$ cat config.mk
export PLATFORM = sky130hd
export DESIGN_NAME = cf_failfirst_seq
export DESIGN_NICKNAME = d
export VERILOG_FILES = /design/src/rtl/cffs_pkg.sv /design/src/rtl/cffs_order.sv /design/src/rtl/cffs_elem.sv /design/src/rtl/cffs_ftest.sv /design/src/rtl/cf_failfirst_seq.sv
export SDC_FILE = /design/constraint.sdc
export NUM_CORES = 1
export LEC_CHECK = 0
export BUFFER_PORTS_ARGS = -buffer_cell sky130_fd_sc_hd__buf_2
export CORE_ASPECT_RATIO = 1.5
export CORE_MARGIN = 5
export CORE_UTILIZATION = 50
export CTS_BUF_LIST = sky130_fd_sc_hd__clkbuf_16
export DETAILED_ROUTE_END_ITERATION = 6
export PLACE_DENSITY = 0.77
export SETUP_SLACK_MARGIN = 0.05
export SYNTH_ARGS = -nofsm -noshare
export SYNTH_HDL_FRONTEND = slang
export SYNTH_SLANG_ARGS = --single-unit
$ cat constraint.sdc
create_clock -name clk -period 5.8 [get_ports clk]
set_input_delay 1.16 -clock clk [delete_from_list [all_inputs] [get_ports clk]]
set_output_delay 1.16 -clock clk [all_outputs]
set_load 0.005 [all_outputs]
$ cat src/rtl/cffs_pkg.sv
package cffs_pkg;
  typedef enum logic [1:0] {
    OP_AND  = 2'd0,
    OP_OR   = 2'd1,
    OP_NOR  = 2'd2,
    OP_MOVE = 2'd3
  } cf_op_e;

  localparam int CF_W = 4;

  function automatic logic bit_fn(input cf_op_e op, input logic a, input logic b);
    case (op)
      OP_AND:  return a & b;
      OP_OR:   return a | b;
      OP_NOR:  return ~(a | b);
      default: return a;
    endcase
  endfunction
endpackage

$ cat src/rtl/cffs_order.sv
module cffs_order #(
  parameter int MAX_VL = 64,
  parameter int VLW    = $clog2(MAX_VL + 1)
) (
  input  logic           clk,
  input  logic           rst,
  input  logic           load,
  input  logic           adv,
  input  logic           rev,
  input  logic [VLW-1:0] vl,
  output logic [VLW-1:0] step,
  output logic [VLW-1:0] elem,
  output logic           last
);
  always_ff @(posedge clk) begin
    if (rst)       step <= '0;
    else if (load) step <= '0;
    else if (adv)  step <= step + VLW'(1);
  end

  assign elem = rev ? (vl - VLW'(1) - step) : step;
  assign last = (step == vl - VLW'(1));

  // the step counter never runs past the captured length
  a_r2_step_in_range: assert property (@(posedge clk) disable iff (rst)
    adv |-> (step < vl));
endmodule

$ cat src/rtl/cffs_elem.sv
module cffs_elem
  import cffs_pkg::*;
(
  input  cf_op_e          op,
  input  logic            pbit,
  input  logic            zero_en,
  input  logic            ones_fill,
  input  logic [CF_W-1:0] a_f,
  input  logic [CF_W-1:0] b_f,
  input  logic [CF_W-1:0] d_f,
  input  logic [1:0]      a_b,
  input  logic [1:0]      b_b,
  input  logic [1:0]      d_b,
  output logic            wr,
  output logic [CF_W-1:0] val
);
  logic r;

  always_comb begin
    r   = bit_fn(op, a_f[a_b], b_f[b_b]);
    wr  = 1'b1;
    val = d_f;
    if (!pbit) begin
      wr  = zero_en;
      val = ones_fill ? {CF_W{1'b1}} : '0;
    end else if (op == OP_MOVE) begin
      val = a_f;
    end else begin
      val[d_b] = r;
    end
  end
endmodule

$ cat src/rtl/cffs_ftest.sv
module cffs_ftest
  import cffs_pkg::*;
(
  input  logic            en,
  input  cf_op_e          op,
  input  logic [CF_W-1:0] val,
  input  logic [1:0]      d_b,
  input  logic [1:0]      tsel,
  input  logic            inv,
  output logic            fail
);
  logic [1:0] tbit;
  logic       pass;

  always_comb begin
    tbit = (op == OP_MOVE) ? tsel : d_b;
    pass = val[tbit] ^ inv;
    fail = en & ~pass;
  end
endmodule

$ cat src/rtl/cf_failfirst_seq.sv
module cf_failfirst_seq
  import cffs_pkg::*;
#(
  parameter int MAX_VL   = 64,
  parameter int FIELD_AW = 7
) (
  input  logic                clk,
  input  logic                rst,
  input  logic                go,
  input  logic [$clog2(MAX_VL+1)-1:0] vlen,
  input  logic [1:0]          opsel,
  input  logic [FIELD_AW+1:0] dst_idx,
  input  logic [FIELD_AW+1:0] srca_idx,
  input  logic [FIELD_AW+1:0] srcb_idx,
  input  logic [MAX_VL-1:0]   pmask,
  input  logic                zero_en,
  input  logic                ones_fill,
  input  logic                ff_en,
  input  logic                rev_order,
  input  logic                len_incl,
  input  logic                test_inv,
  input  logic [1:0]          test_sel,
  output logic [FIELD_AW-1:0] rf_a_addr,
  output logic [FIELD_AW-1:0] rf_b_addr,
  output logic [FIELD_AW-1:0] rf_d_addr,
  input  logic [3:0]          rf_a_data,
  input  logic [3:0]          rf_b_data,
  input  logic [3:0]          rf_d_data,
  output logic                rf_we,
  output logic [FIELD_AW-1:0] rf_waddr,
  output logic [3:0]          rf_wdata,
  output logic                fin,
  output logic [$clog2(MAX_VL+1)-1:0] res_len
);
  localparam int VLW = $clog2(MAX_VL + 1);
  localparam int EIW = $clog2(MAX_VL);
  localparam int BAW = FIELD_AW + 2;

  // captured run parameters
  logic              run;
  logic [VLW-1:0]    c_vl;
  cf_op_e            c_op;
  logic [BAW-1:0]    c_dst, c_sa, c_sb;
  logic [MAX_VL-1:0] c_pm;
  logic              c_zero, c_ones, c_ff, c_rev, c_incl, c_inv;
  logic [1:0]        c_tsel;

  logic              launch;
  logic [VLW-1:0]    step, elem;
  logic              last;
  logic [FIELD_AW-1:0] eoff, a_fld, b_fld, d_fld;
  logic [3:0]        a_f, b_f, d_f, val;
  logic              pbit, wr, fail, finish;

  assign launch = go & ~run;

  cffs_order #(.MAX_VL(MAX_VL), .VLW(VLW)) u_order (
    .clk(clk), .rst(rst), .load(launch), .adv(run), .rev(c_rev),
    .vl(c_vl), .step(step), .elem(elem), .last(last)
  );

  // field addresses advance by one per element, bit position fixed
  assign eoff  = FIELD_AW'(elem);
  assign a_fld = c_sa[BAW-1:2]  + eoff;
  assign b_fld = c_sb[BAW-1:2]  + eoff;
  assign d_fld = c_dst[BAW-1:2] + eoff;
  assign rf_a_addr = a_fld;
  assign rf_b_addr = b_fld;
  assign rf_d_addr = d_fld;

  // bypass the write still held in the output register (one-deep hazard)
  assign a_f = (rf_we && rf_waddr == a_fld) ? rf_wdata : rf_a_data;
  assign b_f = (rf_we && rf_waddr == b_fld) ? rf_wdata : rf_b_data;
  assign d_f = (rf_we && rf_waddr == d_fld) ? rf_wdata : rf_d_data;

  assign pbit = c_pm[elem[EIW-1:0]];

  cffs_elem u_elem (
    .op(c_op), .pbit(pbit), .zero_en(c_zero), .ones_fill(c_ones),
    .a_f(a_f), .b_f(b_f), .d_f(d_f),
    .a_b(c_sa[1:0]), .b_b(c_sb[1:0]), .d_b(c_dst[1:0]),
    .wr(wr), .val(val)
  );

  cffs_ftest u_ftest (
    .en(c_ff & wr), .op(c_op), .val(val), .d_b(c_dst[1:0]),
    .tsel(c_tsel), .inv(c_inv), .fail(fail)
  );

  assign finish = run & (fail | last);

  always_ff @(posedge clk) begin
    if (rst) begin
      run      <= 1'b0;
      fin      <= 1'b0;
      res_len  <= '0;
      rf_we    <= 1'b0;
      rf_waddr <= '0;
      rf_wdata <= '0;
      c_vl     <= '0;
      c_op     <= OP_AND;
      c_dst    <= '0;
      c_sa     <= '0;
      c_sb     <= '0;
      c_pm     <= '0;
      c_zero   <= 1'b0;
      c_ones   <= 1'b0;
      c_ff     <= 1'b0;
      c_rev    <= 1'b0;
      c_incl   <= 1'b0;
      c_inv    <= 1'b0;
      c_tsel   <= '0;
    end else begin
      fin      <= 1'b0;
      rf_we    <= run & wr;
      rf_waddr <= d_fld;
      rf_wdata <= val;
      if (launch) begin
        c_vl   <= vlen;
        c_op   <= cf_op_e'(opsel);
        c_dst  <= dst_idx;
        c_sa   <= srca_idx;
        c_sb   <= srcb_idx;
        c_pm   <= pmask;
        c_zero <= zero_en;
        c_ones <= ones_fill;
        c_ff   <= ff_en;
        c_rev  <= rev_order;
        c_incl <= len_incl;
        c_inv  <= test_inv;
        c_tsel <= test_sel;
        if (vlen == '0) begin
          fin     <= 1'b1;
          res_len <= '0;
        end else begin
          run <= 1'b1;
        end
      end else if (finish) begin
        run     <= 1'b0;
        fin     <= 1'b1;
        res_len <= fail ? (step + VLW'(c_incl)) : c_vl;
      end
    end
  end

  // a masked element without fill produces no write
  a_r6_skip_no_write: assert property (@(posedge clk) disable iff (rst)
    (run && !pbit && !c_zero) |=> !rf_we);

  // nothing is written in the cycle after the done pulse
  a_r7_quiet_after_done: assert property (@(posedge clk) disable iff (rst)
    fin |=> !rf_we);

  // reported length never exceeds the requested length
  a_r8_len_bounded: assert property (@(posedge clk) disable iff (rst)
    fin |-> (res_len <= c_vl));

  // an empty vector finishes on the next edge with length zero
  a_r9_empty_immediate: assert property (@(posedge clk) disable iff (rst)
    (go && !run && vlen == '0) |=> (fin && res_len == '0));

  // a start request during a run leaves the captured length alone
  a_r10_go_ignored: assert property (@(posedge clk) disable iff (rst)
    (run && go) |=> $stable(c_vl));
endmodule

==> impl_metrics.csv, run 1 <==
group,metric,value,unit
run_status,outcome,"finished with violations",
run_status,failed_checks,"negative setup slack",
drt,vias,7568,
sta,period_needed,5.87,ns
drt,drt_iter0_markers,451,
pwr,fin_total_pwr,2.80,mW
logic_synthesis,synthTopCellsByArea,"dfxtp_1 36%, nand2_1 12%, a21oi_1 8.2%",
logic_synthesis,syn-cell-area,7520,um^2
setup_path,critPathSlowestCell,"or4_4",
place,gp_congestion,0.912,
setup_path,worst-endpoint-required,6.11,ns
setup_path,critPathKind,"flip-flop to flip-flop",
pwr,p_leak,4.21,nW
setup_path,reg2reg_slack,-0.07,ns
place,dp_hpwl,15700,um
pwr,swShare,31.5,%
sta,slew_headroom,21.2,%
pwr,p_int,1.91,mW
layout,final_common_cell,"nand2_1",
pwr,seq_power_share,37.4,%
setup_path,crit_path_end_kind,"flip-flop",
logic_synthesis,syn_nets,1064,
layout,antenna_cells,0,
layout,final_cell_mix,"236 x nand2_1, 162 x buf_2, 134 x dfxtp_1, 118 x a21oi_1, 63 x buf_4",
floorplan,die_w,110,um
clock_tree,cts_tree,"built",
logic_synthesis,ys_ff_latch,136,
floorplan,die_h,160,um
clock_tree,cts-root-buf,"clkbuf_16",
setup_path,crit_top_cell,"buf_4",
drt,drt_wl_total,24000,um
setup_path,max_stage_delay,0.48,ns
setup_path,start_kind,"flip-flop",
logic_synthesis,yosys.area.top_type,"dfxtp_1",
layout,drive_above_1_share,32.9,%
layout,area_delta_synth_final,34.0,%
sta,rsz0062_at_grt,"yes",
setup_path,crit_family,"compound AO/OA/AOI/OAI gates",
place,port_buffers,163,
floorplan,die_area,17700,um^2
pwr,p_sw,881,uW
clock_tree,ctsLongestPathBuffers,2,
clock_tree,worstSkewPairLatency,0.43,ns
logic_synthesis,async_flop_share,0,%
global_routing,grt_use_total,26.1,%
drt,dr.pass1.iters,5,
logic_synthesis,synth_edf_count,0,
logic_synthesis,synth_ff_type,"dfxtp_1",
pwr,vdd.ir_drop.worst,0.000272,V
logic_synthesis,syn_area_per_cell,8.28,um^2
pwr,comb_power_share,24.1,%
logic_synthesis,ys_warn_count,0,
worst_hold_path,hold_path_class,"flip-flop to flip-flop",
sta,final.setup_skew,0.0109,ns
pwr,p_clk_share,38.5,%
global_routing,grt_pass1_vias,7491,
sta,hold_viol_final,0,
floorplan,fp-row-count,55,
setup_path,arrival,6.18,ns
sta,hold_ws,0.451,ns
logic_synthesis,synth.top_cell.area_share,36.2,%
drt,drc,0,
drt,via_per_inst,5.72,
pwr,power.density,277,nW/um^2
sta,setup_ws,-0.0694,ns
logic_synthesis,synth-seq-area-share,36.2,%
drt,final_antenna_net_count,0,
clock_tree,clkTransAtPathRegs,0.07,ns
floorplan,start_util,50.4,%
sta,fmax,170,MHz
clock_tree,cts_max_level,4,
drt,avgRoutedWirePerCell,18.2,um
sta,finalCritPeriodShare,101,%
flow_run,cap_violations,0,
global_routing,antenna_found_initial,1,
global_routing,grt.overflow.total,0,
clock_tree,clock_sinks,136,
sta,finalSetupViolCount,1,
floorplan,io_pins,164,
setup_path,cp.buffers_inverters,6,
logic_synthesis,synthCells,909,
sta,maxSlewViolCount,0,
floorplan,coreArea,14900,um^2
layout,nets,1265,
global_routing,grt_start_max_net_pins,110,
global_routing,grt_pass1_wl,36200,um
logic_synthesis,ys_types,65,
setup_path,path_max_fanout,7,
clock_tree,cts_made_buffers,17,
sta,worstMarginPinSlew,1.18,ns
==> through the flow <==
stage / cell area, um^2 / utilization, % / setup slack, ns / cells / setup TNS [ns]
after floorplan: 7570 / - / 0.0690 / 909 / 0
after global placement: 8820 / 59.1 / -0.0376 / 1268 / -0.0376
after detailed placement: 8820 / 59.1 / -0.276 / 1268 / -1.18
after CTS: 9720 / 65.1 / 0.0461 / 1314 / 0
after global routing: 10100 / 67.5 / -0.269 / 1322 / -1.24
final: 10100 / 67.5 / -0.0694 / 1322 / -0.0694
==> timing repair <==
item                                    4_1_cts  5_1_grt
pin swaps                                    19       24
hold endpoints to repair                      0        0
gates resized for setup                      40       52
setup buffers                                14        8
hold buffers                                  0        0
endpoints found under the setup margin        9        9
==> worst min-delay path: cells and delay by family (launching register included) <==
kind,cells,cell delay [ns]
DFF,1,0.31
and+or+nand+nor,1,0.05
AOI/OAI and AO/OA,1,0.05
==> cell type report <==
type                            count  area [um^2]
Multi-Input combinational cell    693         5040
Fill cell                        1209         4850
Sequential cell                   136         2730
Timing Repair Buffer              230         1350
Clock buffer                       17          425
Tap cell                          199          249
Clock inverter                     15          160
Inverter                           32          125
==> cell usage after synthesis, drive strengths merged (4+ instances only) <==
master  instances
a21o            4
a22o            5
mux4           20
or2             6
inv            32
nor3           10
nand2         239
fa              4
o22ai           6
mux2i          29
ha             28
nand4          11
a21oi         124
nor2b          13
o21ai           8
mux2            7
clkbuf         43
xnor2          39
xor2           14
or4             5
nand2b          4
and3            5
buf             5
nor3b           5
a211oi          9
nor4            5
o211ai          5
o31ai           6
nand3           7
dfxtp         136
nor2           41
==> flip-flops by register name, indices dropped and copies added (netlist names), 2 cells and up <==
name / count
c_sa: 9
c_vl: 7
u_order.step: 7
c_dst: 9
rf_waddr: 7
res_len: 7
c_tsel: 2
c_pm: 64
c_sb: 9
c_op: 2
rf_wdata: 4
==> layer usage <==
metal | track usage [%] | wire length (um) | up-vias
met4 | 14.6 | 1290 | 2
li1 | - | - | 3556
met1 | 29.2 | 8820 | 3574
met2 | 44.5 | 12100 | 332
met5 | 0 | 13 | -
met3 | 6.27 | 1760 | 104
==> worst paths after layout <==
kind,start,endpoint,cells after the start
setup / recovery,c_vl[0],res_len[1],27
hold / removal,c_pm[34],c_pm[34],2
setup reg to reg,c_vl[0],res_len[1],27
hold reg to reg,c_pm[34],c_pm[34],2
==> kinds of logic (layout without fill, tap and decap cells) <==
kind of cell | after synthesis | after routing | share of synthesized area, %
compound gates | 192 | 192 | 15.5
xor+xnor | 54 | 54 | 6.47
flops | 136 | 136 | 36.2
buf+inv | 80 | 294 | 4.07
mux | 56 | 56 | 10.9
fa+ha+maj | 32 | 32 | 5.72
simple gates | 359 | 359 | 21.2
==> power groups by stage <==
stage          sequential (mW)  combinational (mW)  clock [mW]
2_1_floorplan             1.04               0.370           0
3_3_place_gp              1.06               0.549           0
3_5_place_dp              1.06               0.558           0
4_1_cts                   1.04               0.595        1.09
5_1_grt                   1.05               0.728        1.13
6_report                  1.05               0.674        1.08
No activity file was read; power rests on OpenSTA's default activity.
==> run 2: changes to the inputs <==
Settings changed: CELL_PAD_IN_SITES_DETAIL_PLACEMENT from default to 1, CELL_PAD_IN_SITES_GLOBAL_PLACEMENT from default to 2, CORE_UTILIZATION 50 to 29, PLACE_DENSITY 0.77 to default, PLACE_DENSITY_LB_ADDON from default to 0.1.
==> run 2 against run 1 <==
  * Fmax up 3.0%
  * Largest power group is now registers
  * Global-route usage down 8.2 points
  * Largest cell class unchanged
  * Sequential cell count unchanged
  * Clock power down 12%
  * Cell count up 12%
  * Die area up 66%
  * The run now ends clean
  * Critical path type unchanged
  * Critical path depth down 3
  * Worst hold slack about the same
  * Worst setup slack better by 0.17 ns
  * Sequential power about the same
  * Core utilization down 27 points
  * Count of clock-buffer cells in the layout unchanged
==> impl_metrics.csv, run 2 (synthesis gave the netlist of run 1 again) <==
group,metric,value,unit
setup_path,path_max_fanout,7,
layout,postLayoutCoreUtil,40.2,%
sta,slew_headroom,33.5,%
sta,hold_ws,0.451,ns
pwr,swShare,30.8,%
setup_path,crit_path_end_kind,"flip-flop",
clock_tree,cts_made_buffers,17,
layout,stdcell_count,1483,
setup_path,cp.buffers_inverters,3,
pwr,comb_power_share,25.4,%
layout,area_delta_synth_final,37.1,%
global_routing,antenna_found_initial,2,
floorplan,coreArea,25700,um^2
sta,final.setup_skew,0.00747,ns
layout,final_cell_mix,"236 x nand2_1, 162 x buf_2, 134 x dfxtp_1, 119 x a21oi_1, 90 x buf_4",
sta,fmax,175,MHz
pwr,p_leak,4.28,nW
pwr,power.density,259,nW/um^2
clock_tree,clkTransAtPathRegs,0.06,ns
floorplan,die_h,207,um
pwr,p_int,1.85,mW
sta,period_needed,5.70,ns
layout,regMostFlops,"c_pm",
layout,nets,1292,
setup_path,crit_family,"simple AND/OR/NAND/NOR gates",
drt,drt_iter0_markers,232,
global_routing,grt.overflow.total,0,
sta,worstMarginPinSlew,0.998,ns
drt,drt_wl_total,26500,um
clock_tree,cts-root-buf,"clkbuf_16",
clock_tree,cts_tree,"built",
layout,final_area,10300,um^2
pwr,vdd.ir_drop.worst,0.000211,V
drt,final_antenna_net_count,0,
drt,dr.pass1.iters,4,
pwr,seq_power_share,39.1,%
global_routing,grt_start_max_net_pins,91,
layout,final_common_cell,"nand2_1",
worst_hold_path,hold_path_class,"flip-flop to flip-flop",
place,port_buffers,163,
drt,vias,7243,
flow_run,cap_violations,0,
place,dpl.cell_count,1431,
sta,rsz0062_at_grt,"yes",
setup_path,critPathKind,"flip-flop to flip-flop",
floorplan,fp-row-count,72,
place,gp_congestion,0.792,
floorplan,die_w,142,um
global_routing,grt_pass1_vias,7830,
global_routing,grt_use_total,17.9,%
setup_path,worst-endpoint-required,6.12,ns
sta,hold_viol_final,0,
floorplan,io_pins,164,
setup_path,start_kind,"flip-flop",
pwr,fin_total_pwr,2.68,mW
sta,maxSlewViolCount,0,
setup_path,cp_cell_sequence,"inv_2, ha_4, inv_4, ha_4, nor2b_4, o21a_1, or3_4, a31oi_4, inv_2, ha_1, or2_4, o22ai_2, xnor3_1, nor4b_2, and3_1, nand4_4, and4b_1, mux2_4, a211oi_4, o32ai_4, or4_4, a31oi_4, nor3_4, o32a_1",
clock_tree,clock_sinks,136,
sta,finalSetupViolCount,0,
drt,via_per_inst,4.88,
pwr,p_clk_share,35.6,%
clock_tree,ctsLongestPathBuffers,2,
drt,drc,0,
global_routing,grt_pass1_wl,41300,um
setup_path,critPathSlowestCell,"or4_4",
setup_path,max_stage_delay,0.48,ns
floorplan,die_area,29300,um^2
clock_tree,cts_max_level,4,
sta,finalCritPeriodShare,98.3,%
place,dpl-instance-area,9210,um^2
run_status,outcome,"completed",
layout,drive_above_1_share,33.9,%
layout,largest_reg_flops,64,
layout,fill_cells,3110,
setup_path,arrival,6.01,ns
floorplan,start_util,29.3,%
drt,avgRoutedWirePerCell,17.9,um
clock_tree,worstSkewPairLatency,0.43,ns
place,dp_hpwl,20100,um
pwr,p_sw,823,uW
run 2: cell count changes in the layout (fill, tap and decap cells not counted), sizes merged:
cell / previous run / this run
clkinv: 4 / 5
diode: 0 / 1
inv: 40 / 38
bufinv: 1 / 0
clkinvlp: 2 / 3
buf: 230 / 257
run 2: what timing repair did:
item | 4_1_cts | 5_1_grt
buffers inserted | 14 | 6
setup endpoints to repair | 9 | 9
pin swaps | 24 | 20
gates resized for setup | 41 | 47
gates cloned | 0 | 0
hold buffers | 0 | 0
run 2: cell type report:
class	instances	area [um^2]	area share, %
antenna	1	2.50	0.0243
clock buffer	17	425	4.12
clock inverter	14	72.6	0.704
inverter	32	123	1.19
multi-input combinational	693	5000	48.5
sequential	136	2730	26.4
tap	333	417	4.04
timing repair buffer	257	1550	15.0
run 2: path summary, 6_finish.rpt:
kind / start / endpoint / slack, ns / cells past startpoint
max reg2reg: c_vl[0] / res_len[1] / 0.10 / 24
min reg2reg: c_pm[46] / c_pm[46] / 0.45 / 2
min: c_pm[46] / c_pm[46] / 0.45 / 2
max: c_vl[0] / res_len[1] / 0.10 / 24
run 2: power by group through the flow:
stage | Combinational, mW | Clock [mW] | Sequential, mW
global placement | 0.607 | 0 | 1.06
finish | 0.678 | 0.952 | 1.05
global route | 0.749 | 1.02 | 1.05
detailed placement | 0.611 | 0 | 1.06
CTS | 0.651 | 0.988 | 1.05
floorplan | 0.370 | 0 | 1.04
run 2: stage by stage:
step / setup TNS [ns] / setup slack [ns]
after floorplan: 0 / 0.0690
after global placement: -0.373 / -0.119
after detailed placement: -1.35 / -0.268
after CTS: -0.235 / -0.0470
after global routing: -0.414 / -0.126
final: 0 / 0.101
run 2: layer usage:
metal	part of all wire (%)	global-route usage [%]
met5	0.049	0
met1	39	20.0
met4	2.1	6.13
met3	3.8	3.39
met2	55	33.4
run 2: tightest hold or removal path, cell delays in order, from the launching register on:
cell and delay, ns:
dfxtp_1 0.30, nand2_1 0.05, a21oi_1 0.05
